File: src/rtl/dac_chain_pkg.sv
package dac_chain_pkg;

  typedef enum logic [2:0] {
    ST_IDLE,
    ST_SETUP,
    ST_LOW,
    ST_HIGH,
    ST_HOLD,
    ST_LDWAIT,
    ST_PULSE,
    ST_GAP
  } seq_state_t;

endpackage

File: src/rtl/dac_phase_timer.sv
module dac_phase_timer #(
  parameter int CNT_W = 8
) (
  input  logic             clk,
  input  logic             rst_n,
  input  logic             restart,
  input  logic [CNT_W-1:0] limit,
  output logic             hit
);
  logic [CNT_W-1:0] cnt_q;

  always_ff @(posedge clk) begin
    if (!rst_n)       cnt_q <= '0;
    else if (restart) cnt_q <= '0;
    else              cnt_q <= cnt_q + 1'b1;
  end

  // phase ends on the last of `limit` cycles
  assign hit = (cnt_q == limit - 1'b1);
endmodule

File: src/rtl/dac_frame_shifter.sv
module dac_frame_shifter #(
  parameter int FRAME_BITS = 48
) (
  input  logic                  clk,
  input  logic                  rst_n,
  input  logic                  load,
  input  logic [FRAME_BITS-1:0] load_data,
  input  logic                  tx_shift,
  input  logic                  rx_capture,
  input  logic                  miso,
  output logic                  mosi,
  output logic [FRAME_BITS-1:0] rx_data
);
  logic [FRAME_BITS-1:0] tx_q;

  always_ff @(posedge clk) begin
    if (!rst_n) begin
      tx_q    <= '0;
      rx_data <= '0;
    end else begin
      if (load)          tx_q <= load_data;
      else if (tx_shift) tx_q <= {tx_q[FRAME_BITS-2:0], 1'b0};
      if (load)            rx_data <= '0;
      else if (rx_capture) rx_data <= {rx_data[FRAME_BITS-2:0], miso};
    end
  end

  assign mosi = tx_q[FRAME_BITS-1];
endmodule

File: src/rtl/dac_readback_check.sv
module dac_readback_check #(
  parameter int FRAME_BITS = 48
) (
  input  logic                  clk,
  input  logic                  rst_n,
  input  logic                  start,
  input  logic [FRAME_BITS-1:0] frame_in,
  input  logic                  finish,
  input  logic [FRAME_BITS-1:0] rx_data,
  output logic                  mismatch
);
  logic [FRAME_BITS-1:0] cur_q, prev_q;
  logic                  has_prev_q;

  always_ff @(posedge clk) begin
    if (!rst_n) begin
      cur_q      <= '0;
      prev_q     <= '0;
      has_prev_q <= 1'b0;
      mismatch   <= 1'b0;
    end else if (start) begin
      cur_q    <= frame_in;
      mismatch <= 1'b0;
    end else if (finish) begin
      mismatch   <= has_prev_q && (rx_data != prev_q);
      prev_q     <= cur_q;
      has_prev_q <= 1'b1;
    end
  end
endmodule

File: src/rtl/dac_chain_ctrl.sv
module dac_chain_ctrl
  import dac_chain_pkg::*;
#(
  parameter int N_DEV      = 2,
  parameter int CODE_W     = 12,
  parameter int HALF_CYC   = 2,
  parameter int EXTRA_CYC  = 1,
  parameter int SETUP_CYC  = 2,
  parameter int HOLD_CYC   = 2,
  parameter int GAP_CYC    = 3,
  parameter int LDWAIT_CYC = 2,
  parameter int LDW_CYC    = 2,
  parameter int CNT_W      = 8
) (
  input  logic                      clk,
  input  logic                      rst_n,
  input  logic                      cmd_valid,
  output logic                      cmd_ready,
  input  logic [N_DEV*2*CODE_W-1:0] cmd_codes,
  input  logic                      cmd_four_wire,
  output logic                      cs_n,
  output logic                      sclk,
  output logic                      mosi,
  output logic                      ldac_n,
  input  logic                      miso,
  output logic                      busy,
  output logic                      done,
  output logic                      mismatch
);
  localparam int FRAME_BITS = N_DEV * 2 * CODE_W;
  localparam int BIT_W      = $clog2(FRAME_BITS);
  localparam int LOW_CYC    = HALF_CYC + EXTRA_CYC;

  seq_state_t            st;
  logic [BIT_W-1:0]      bit_idx;
  logic                  four_q, ld_pulse;
  logic [CNT_W-1:0]      limit;
  logic                  hit, accept, advance;
  logic                  tx_shift, rx_capture, finish;
  logic [FRAME_BITS-1:0] rx_data;

  assign cmd_ready  = ~busy;
  assign accept     = cmd_valid && cmd_ready;
  assign advance    = accept || ((st != ST_IDLE) && hit);
  assign tx_shift   = (st == ST_HIGH) && hit;
  assign rx_capture = (st == ST_LOW) && hit;
  assign finish     = (st == ST_GAP) && hit;
  assign ldac_n     = four_q ? ~ld_pulse : 1'b0;

  always_comb begin
    case (st)
      ST_SETUP:  limit = CNT_W'(SETUP_CYC);
      ST_LOW:    limit = CNT_W'(LOW_CYC);
      ST_HIGH:   limit = CNT_W'(HALF_CYC);
      ST_HOLD:   limit = CNT_W'(HOLD_CYC);
      ST_LDWAIT: limit = CNT_W'(LDWAIT_CYC);
      ST_PULSE:  limit = CNT_W'(LDW_CYC);
      ST_GAP:    limit = CNT_W'(GAP_CYC);
      default:   limit = CNT_W'(1);
    endcase
  end

  dac_phase_timer #(.CNT_W(CNT_W)) u_timer (
    .clk(clk), .rst_n(rst_n), .restart(advance), .limit(limit), .hit(hit)
  );

  dac_frame_shifter #(.FRAME_BITS(FRAME_BITS)) u_shift (
    .clk(clk), .rst_n(rst_n), .load(accept), .load_data(cmd_codes),
    .tx_shift(tx_shift), .rx_capture(rx_capture), .miso(miso),
    .mosi(mosi), .rx_data(rx_data)
  );

  dac_readback_check #(.FRAME_BITS(FRAME_BITS)) u_rbk (
    .clk(clk), .rst_n(rst_n), .start(accept), .frame_in(cmd_codes),
    .finish(finish), .rx_data(rx_data), .mismatch(mismatch)
  );

  always_ff @(posedge clk) begin
    if (!rst_n) begin
      st       <= ST_IDLE;
      cs_n     <= 1'b1;
      sclk     <= 1'b0;
      busy     <= 1'b0;
      done     <= 1'b0;
      four_q   <= 1'b1;
      ld_pulse <= 1'b0;
      bit_idx  <= '0;
    end else begin
      done <= 1'b0;
      case (st)
        ST_IDLE: if (accept) begin
          cs_n    <= 1'b0;
          busy    <= 1'b1;
          four_q  <= cmd_four_wire;
          bit_idx <= '0;
          st      <= ST_SETUP;
        end
        ST_SETUP: if (hit) st <= ST_LOW;
        ST_LOW: if (hit) begin
          sclk <= 1'b1;
          st   <= ST_HIGH;
        end
        ST_HIGH: if (hit) begin
          sclk <= 1'b0;
          if (bit_idx == BIT_W'(FRAME_BITS - 1)) st <= ST_HOLD;
          else begin
            bit_idx <= bit_idx + 1'b1;
            st      <= ST_LOW;
          end
        end
        ST_HOLD: if (hit) begin
          cs_n <= 1'b1;
          st   <= four_q ? ST_LDWAIT : ST_GAP;
        end
        ST_LDWAIT: if (hit) begin
          ld_pulse <= 1'b1;
          st       <= ST_PULSE;
        end
        ST_PULSE: if (hit) begin
          ld_pulse <= 1'b0;
          st       <= ST_GAP;
        end
        ST_GAP: if (hit) begin
          busy <= 1'b0;
          done <= 1'b1;
          st   <= ST_IDLE;
        end
        default: st <= ST_IDLE;
      endcase
    end
  end
endmodule

File: config.mk
export PLATFORM = sky130hd
export DESIGN_NAME = dac_chain_ctrl
export DESIGN_NICKNAME = d
export VERILOG_FILES = /design/src/rtl/dac_chain_pkg.sv /design/src/rtl/dac_phase_timer.sv /design/src/rtl/dac_frame_shifter.sv /design/src/rtl/dac_readback_check.sv /design/src/rtl/dac_chain_ctrl.sv
export SDC_FILE = /design/constraint.sdc
export NUM_CORES = 1
export LEC_CHECK = 0
export BUFFER_PORTS_ARGS = -buffer_cell sky130_fd_sc_hd__buf_2
export CORE_UTILIZATION = 34
export CTS_BUF_LIST = sky130_fd_sc_hd__clkbuf_4 sky130_fd_sc_hd__clkbuf_8
export CTS_CLUSTER_DIAMETER = 120
export DETAILED_ROUTE_END_ITERATION = 12
export PLACE_DENSITY = 0.51
export SLEW_MARGIN = 20
export SYNTH_ARGS = -nofsm -noshare
export SYNTH_HDL_FRONTEND = slang
export SYNTH_HIERARCHICAL = 1
export SYNTH_SLANG_ARGS = --single-unit
File: constraint.sdc
create_clock -name clk -period 3.95 [get_ports clk]
set_clock_uncertainty 0.2 [all_clocks]
set_input_delay 0.395 -clock clk [delete_from_list [all_inputs] [get_ports clk]]
set_output_delay 0.395 -clock clk [all_outputs]
set_load 0.03 [all_outputs]
==> metrics, run 1 <==
outcome=completed; CP max stage cell=dfxtp_2; GP Congestion=0.747; Hold Crit Start=rst_n; I/O pins=61; placeable core area=27800 um^2; number of setup buffers added after CTS=0; max cap viols=0; dpl ws=180 ps; Final Hold Fails=0; most common cell after layout, fill and taps aside=dfxtp_1; worst-margin pin slew=666 ps; row cnt=61; total number of yosys warnings=6; worst setup path start=st[0]; min cycle time layout=3560 ps; register area share after synthesis=0.452; Most used DFF post-synth=dfxtp_1; Post-synth EDFFs=0; H-tree levels=2; Layout Cells excl Fill=1480; Root Driver=clkbuf_8; hold path depth=2; CP Depth=16; IO buf count=60; Cells after Synth=955; Die Wd=170 um; Crit path max-delay family=simple AND/OR/NAND/NOR gates; WL per Instance=13.0 um; Leak Pwr=5.11 nW; Starting DRT DRC Count=381; DR pass1 iterations=4; Clock Tree Buf Depth=3; full die area=28900 um^2; Clock Latency Late Sink=530 ps; Clock transition at path regs=60 ps; Area growth, synth to finish=21.1%; CP Cell Sequence=nand3_1 -> o21ai_1 -> inv_1 -> ha_1 -> nand2b_1 -> a21oi_1 -> o31ai_1 -> nor4b_2 -> buf_4 -> nand2_1 -> nor2_1 -> nor4bb_1 -> nor4_1 -> nand3_1 -> nor4_1 -> nor4b_1; worst-case reg-to-reg path depth=16; Inst Count DP=1356; Worst Setup End Kind=flip-flop; GRT Residual Overflow=0; Cell Area, Synth=9610 um^2; CP Buf/Inv Count=2; Fmax=281 MHz; Post-Syn Area per Cell=10.1 um^2; count of final setup violators=0; post-synthesis register bit count=217; Async SR Flop Fraction=0; Cell variety after synth=48; effective utilization at floorplan=0.346; post-DP HPWL=12200 um; placed inst area=10200 um^2; initial antenna violation count=0; RSZ-0062 raised after global routing=false; vias in the first global route=6670; Total Routed Length=19200 um; CP required=4130 ps; Tcrit/Tclk final=0.901; global-route wire length before repair=33000 um; antenna cells=0; Vias=6652; post-route design area=11600 um^2; antenna-violating nets left=0; reg2reg start=st[0]; CTS tree=built; CTS Sinks=217; die extent in y=170 um; fraction of layout cells with a size suffix above 1=0.160; NumNets Final=1127; Worst VDD drop=0.150 mV; Post-route DRC=0; Critical Path Max Stage Delay=480 ps; Cell Pwr Density=430 nW/um^2; critical path class=reg -> reg; vias per inst=4.49; Slew Viols, Final=0; CTS Buf Count=41; crit-path max FO=12; overall fraction of global-route tracks in use=0.140; critical path arrival=3740 ps; Setup WS post-layout=391 ps; commonest cells after routing, fill and taps aside=dfxtp_1, nand2_1, mux2i_1, nor2_1, buf_2; Slew HR=0.556; startpoint types=flip-flop; Setup TNS=0 ps; largest net degree at the start of global routing=92; Final Power=5.00 mW; HP Class=in -> reg
## routing by layer
metal	vias to the layer above	share of wire	global-route usage
li1	3461	-	-
met1	3069	0.49	0.183
met2	88	0.45	0.230
met3	34	0.041	0.0316
met4	0	0.019	0.0439
met5	-	0	0
## cells in the mapped netlist (2+ instances only)
| library cell | n | share of area |
|---|---|---|
| a21boi_0 | 48 | 0.038 |
| a21boi_1 | 2 | 0.0016 |
| a21oi_1 | 6 | 0.0031 |
| and2_1 | 3 | 0.0020 |
| and3_1 | 5 | 0.0033 |
| buf_1 | 2 | 0.00078 |
| buf_2 | 23 | 0.012 |
| buf_4 | 6 | 0.0047 |
| buf_6 | 6 | 0.0070 |
| clkbuf_1 | 25 | 0.0098 |
| dfxtp_1 | 217 | 0.45 |
| ha_1 | 3 | 0.0039 |
| inv_1 | 7 | 0.0027 |
| mux2_1 | 28 | 0.033 |
| mux2_4 | 19 | 0.030 |
| mux2i_1 | 100 | 0.10 |
| nand2_1 | 107 | 0.042 |
| nand2b_1 | 53 | 0.035 |
| nand3_1 | 11 | 0.0057 |
| nand3b_1 | 3 | 0.0023 |
| nand4_1 | 5 | 0.0033 |
| nor2_1 | 70 | 0.027 |
| nor2b_1 | 51 | 0.033 |
| nor3_1 | 4 | 0.0021 |
| nor4_1 | 12 | 0.0078 |
| o211a_1 | 48 | 0.050 |
| o21a_1 | 2 | 0.0016 |
| o21ai_0 | 5 | 0.0026 |
| xnor2_1 | 9 | 0.0082 |
| xor2_1 | 57 | 0.052 |
## cell families after synthesis
family	after synthesis	share of synthesized area
simple gates	336	0.178
flops	217	0.452
mux	147	0.167
compound gates	115	0.0999
buf+inv	70	0.0384
xor+xnor	66	0.0602
fa+ha+maj	3	0.00391
other cells	1	0.000390
## registers in the layout, summed over array words and instances (netlist names), 3 cells and up
| signal | cells |
|---|---|
| u_rbk/prev_q | 48 |
| u_shift/tx_q | 48 |
| bit_idx | 6 |
| st | 3 |
| u_timer/cnt_q | 8 |
| u_shift/rx_data | 48 |
| u_rbk/cur_q | 48 |
## final timing paths
path / end / slack [ps]
setup reg to reg: u_rbk/mismatch / 390
hold / removal: four_q / 150
setup / recovery: u_rbk/mismatch / 390
hold reg to reg: u_rbk/prev_q[25] / 260
## timing repair
item,4_1_cts,5_1_grt
endpoints found under the setup margin,0,40
hold buffers,50,0
resized for setup,0,4
endpoints found under the hold margin,87,0
## cell type report
cell class              count  area, um^2
clock inverters             9        75.1
inverters                   7        26.3
flip-flops and latches    217        4350
fillers                  2857       16200
clock buffers              65         801
multi-input cells         684        4970
repair buffers            120         941
well taps                 378         473
## through the flow
stage	hold slack [ps]	util
2_1_floorplan	230	-
3_3_place_gp	246	0.369
3_5_place_dp	256	0.369
4_1_cts	129	0.418
5_1_grt	169	0.419
6_report	146	0.419
## power breakdown
group / leakage (nW) / internal [mW] / total (mW) / switching (mW)
Sequential: 1.77 / 2.28 / 2.32 / 0.0468
Combinational: 2.87 / 0.218 / 0.403 / 0.185
Clock: 0.466 / 1.35 / 2.27 / 0.920
Total: 5.11 / 3.85 / 5.00 / 1.15
(Power assumes the default switching activity.)
==> run 2, diff against run 1 <==
PLACE_DENSITY = 0.47   (was 0.51)
==> run 2 against run 1 <==
Non-clock buffer count up 4. Clock power down 6%. Count of clock-buffer cells in the layout down 3. Setup slack better by 43 ps. Final area down 0.58%. Global-route usage down 0.12 points.
==> metrics, run 2 (synthesis results as in run 1) <==
outcome=completed; Clock Latency Late Sink=540 ps (about the same); global-route wire length before repair=32500 um (-1.4%); flip-flop and latch area=4350 um^2 (about the same); dpl ws=293 ps (+113 ps); H-tree levels=2 (unchanged); Area growth, synth to finish=20.4%; startpoint types=flip-flop; Total Routed Length=19600 um (+2.1%); row cnt=61 (unchanged); post-DP HPWL=12800 um (+5.0%); overall fraction of global-route tracks in use=0.139 (-0.00118); placed inst area=10300 um^2 (+0.17%); met3 Usage GRT=0.0379 (+0.00628); fraction of layout cells with a size suffix above 1=0.157 (-0.00320); die extent in y=170 um (unchanged); NumNets Final=1129 (+0.18%); Setup TNS=0 ps (unchanged); CTS tree=built; post-route core utilization=0.416 (-0.00243); Layout Cells excl Fill=1477 (-0.20%); number of setup buffers added after CTS=0 (unchanged); Hold WS=59.3 ps (-86.7 ps); critical path arrival=3710 ps (-30 ps); WL per Instance=13.3 um (+2.3%); I/O pins=61 (unchanged); crit-path max FO=11 (-1); placeable core area=27800 um^2 (unchanged); Cell Pwr Density=420 nW/um^2 (-2.4%); IO buf count=60 (unchanged); min cycle time layout=3520 ps (-42.7 ps); Fillers=2796 (-2.1%); commonest cells after routing, fill and taps aside=dfxtp_1, nand2_1, mux2i_1, nor2_1, buf_2; met2 usage in global routing=0.220 (-0.00998); HP Class=in -> reg; worst-margin pin slew=849 ps (+183 ps); Clock transition at path regs=60 ps (about the same); Vias=6643 (-0.14%); CTS Buf Count=39 (-4.9%); Starting DRT DRC Count=385 (+1.0%); Inst Count DP=1360 (+0.29%); Clock Tree Buf Depth=3 (unchanged); Final Power=4.85 mW (-2.9%); Leak Pwr=5.07 nW (-0.67%); effective utilization at floorplan=0.346 (unchanged); grt peak-use layer=met2; post-route design area=11600 um^2 (-0.58%); vias per inst=4.50 (about the same); initial antenna violation count=0 (unchanged); count of final setup violators=0 (unchanged); vias in the first global route=6418 (-3.8%); Post-route DRC=0 (unchanged); critical path class=reg -> reg; Die Wd=170 um (unchanged); Slew HR=0.434 (-0.122); met1 GRT Util=0.184 (+0.000783); Worst Setup End Kind=flip-flop; CTS Sinks=217 (unchanged); most common cell after layout, fill and taps aside=dfxtp_1; max cap viols=0 (unchanged); antenna cells=0 (unchanged); largest net degree at the start of global routing=69 (-25%); Worst VDD drop=0.278 mV (+85%); Root Driver=clkbuf_8; Final Hold Fails=0 (unchanged); Slew Viols, Final=0 (unchanged); Fmax=284 MHz (+1.2%); multi-input logic area=4970 um^2 (unchanged); CP required=4150 ps (+20 ps); Setup WS post-layout=434 ps (+42.7 ps); GP Congestion=0.752 (+0.71%); RSZ-0062 raised after global routing=false; Tcrit/Tclk final=0.890 (-0.0108); full die area=28900 um^2 (unchanged); GRT Residual Overflow=0 (unchanged); DR pass1 iterations=5 (+1); antenna-violating nets left=0 (unchanged)
[run 2: cell types whose count changed in the layout (fill, tap and decap cells not counted), sizes merged]
cell and change:
buf +4, bufinv -1, clkbuf -3, clkinv -4, clkinvlp +1
[run 2: per-layer routing]
layer  share of wire  vias up
li1                -     3463
met1            0.50     3048
met2            0.44       95
met3           0.044       37
met4           0.020        0
met5               0        -
[run 2: final timing paths]
| kind | start | to | slack [ps] | depth (start not counted) |
|---|---|---|---|---|
| max | st[2] | u_rbk/mismatch | 430 | 15 |
| max reg2reg | st[2] | u_rbk/mismatch | 430 | 15 |
| min reg2reg | u_rbk/has_prev_q | u_rbk/has_prev_q | 260 | 1 |
| min | rst_n | u_shift/tx_q[11] | 60 | 2 |
[run 2: critical path: stages, from the launching register on]
cell	delay, ps
dfxtp_1	520
nand3_1	120
o21ai_1	190
inv_1	80
ha_1	300
xor2_1	160
o2111ai_1	140
nor4b_2	280
buf_4	210
nand2_1	80
nor2_1	170
nor4bb_1	120
nor4_1	270
nand3_1	130
nor4_1	320
nor4b_1	80
[run 2: final cells by class]
class,count,share of cell area
Multi-Input combinational cell,684,0.430
Sequential cell,217,0.376
Timing Repair Buffer,124,0.0829
Clock buffer,62,0.0657
Tap cell,378,0.0409
Clock inverter,5,0.00281
Inverter,7,0.00227
[run 2: where the power goes]
part	internal, mW	total, mW	switching (mW)	leakage [nW]
logic	0.218	0.404	0.186	2.89
clock network	1.21	2.13	0.912	0.415
registers	2.28	2.32	0.0462	1.77
total	3.71	4.85	1.14	5.07
[run 2: repair_timing]
action | 4_1_cts | 5_1_grt
endpoints found under the hold margin | 95 | 0
hold buffers | 50 | 0
setup endpoints to repair | 0 | 3
gates resized for setup | 0 | 3
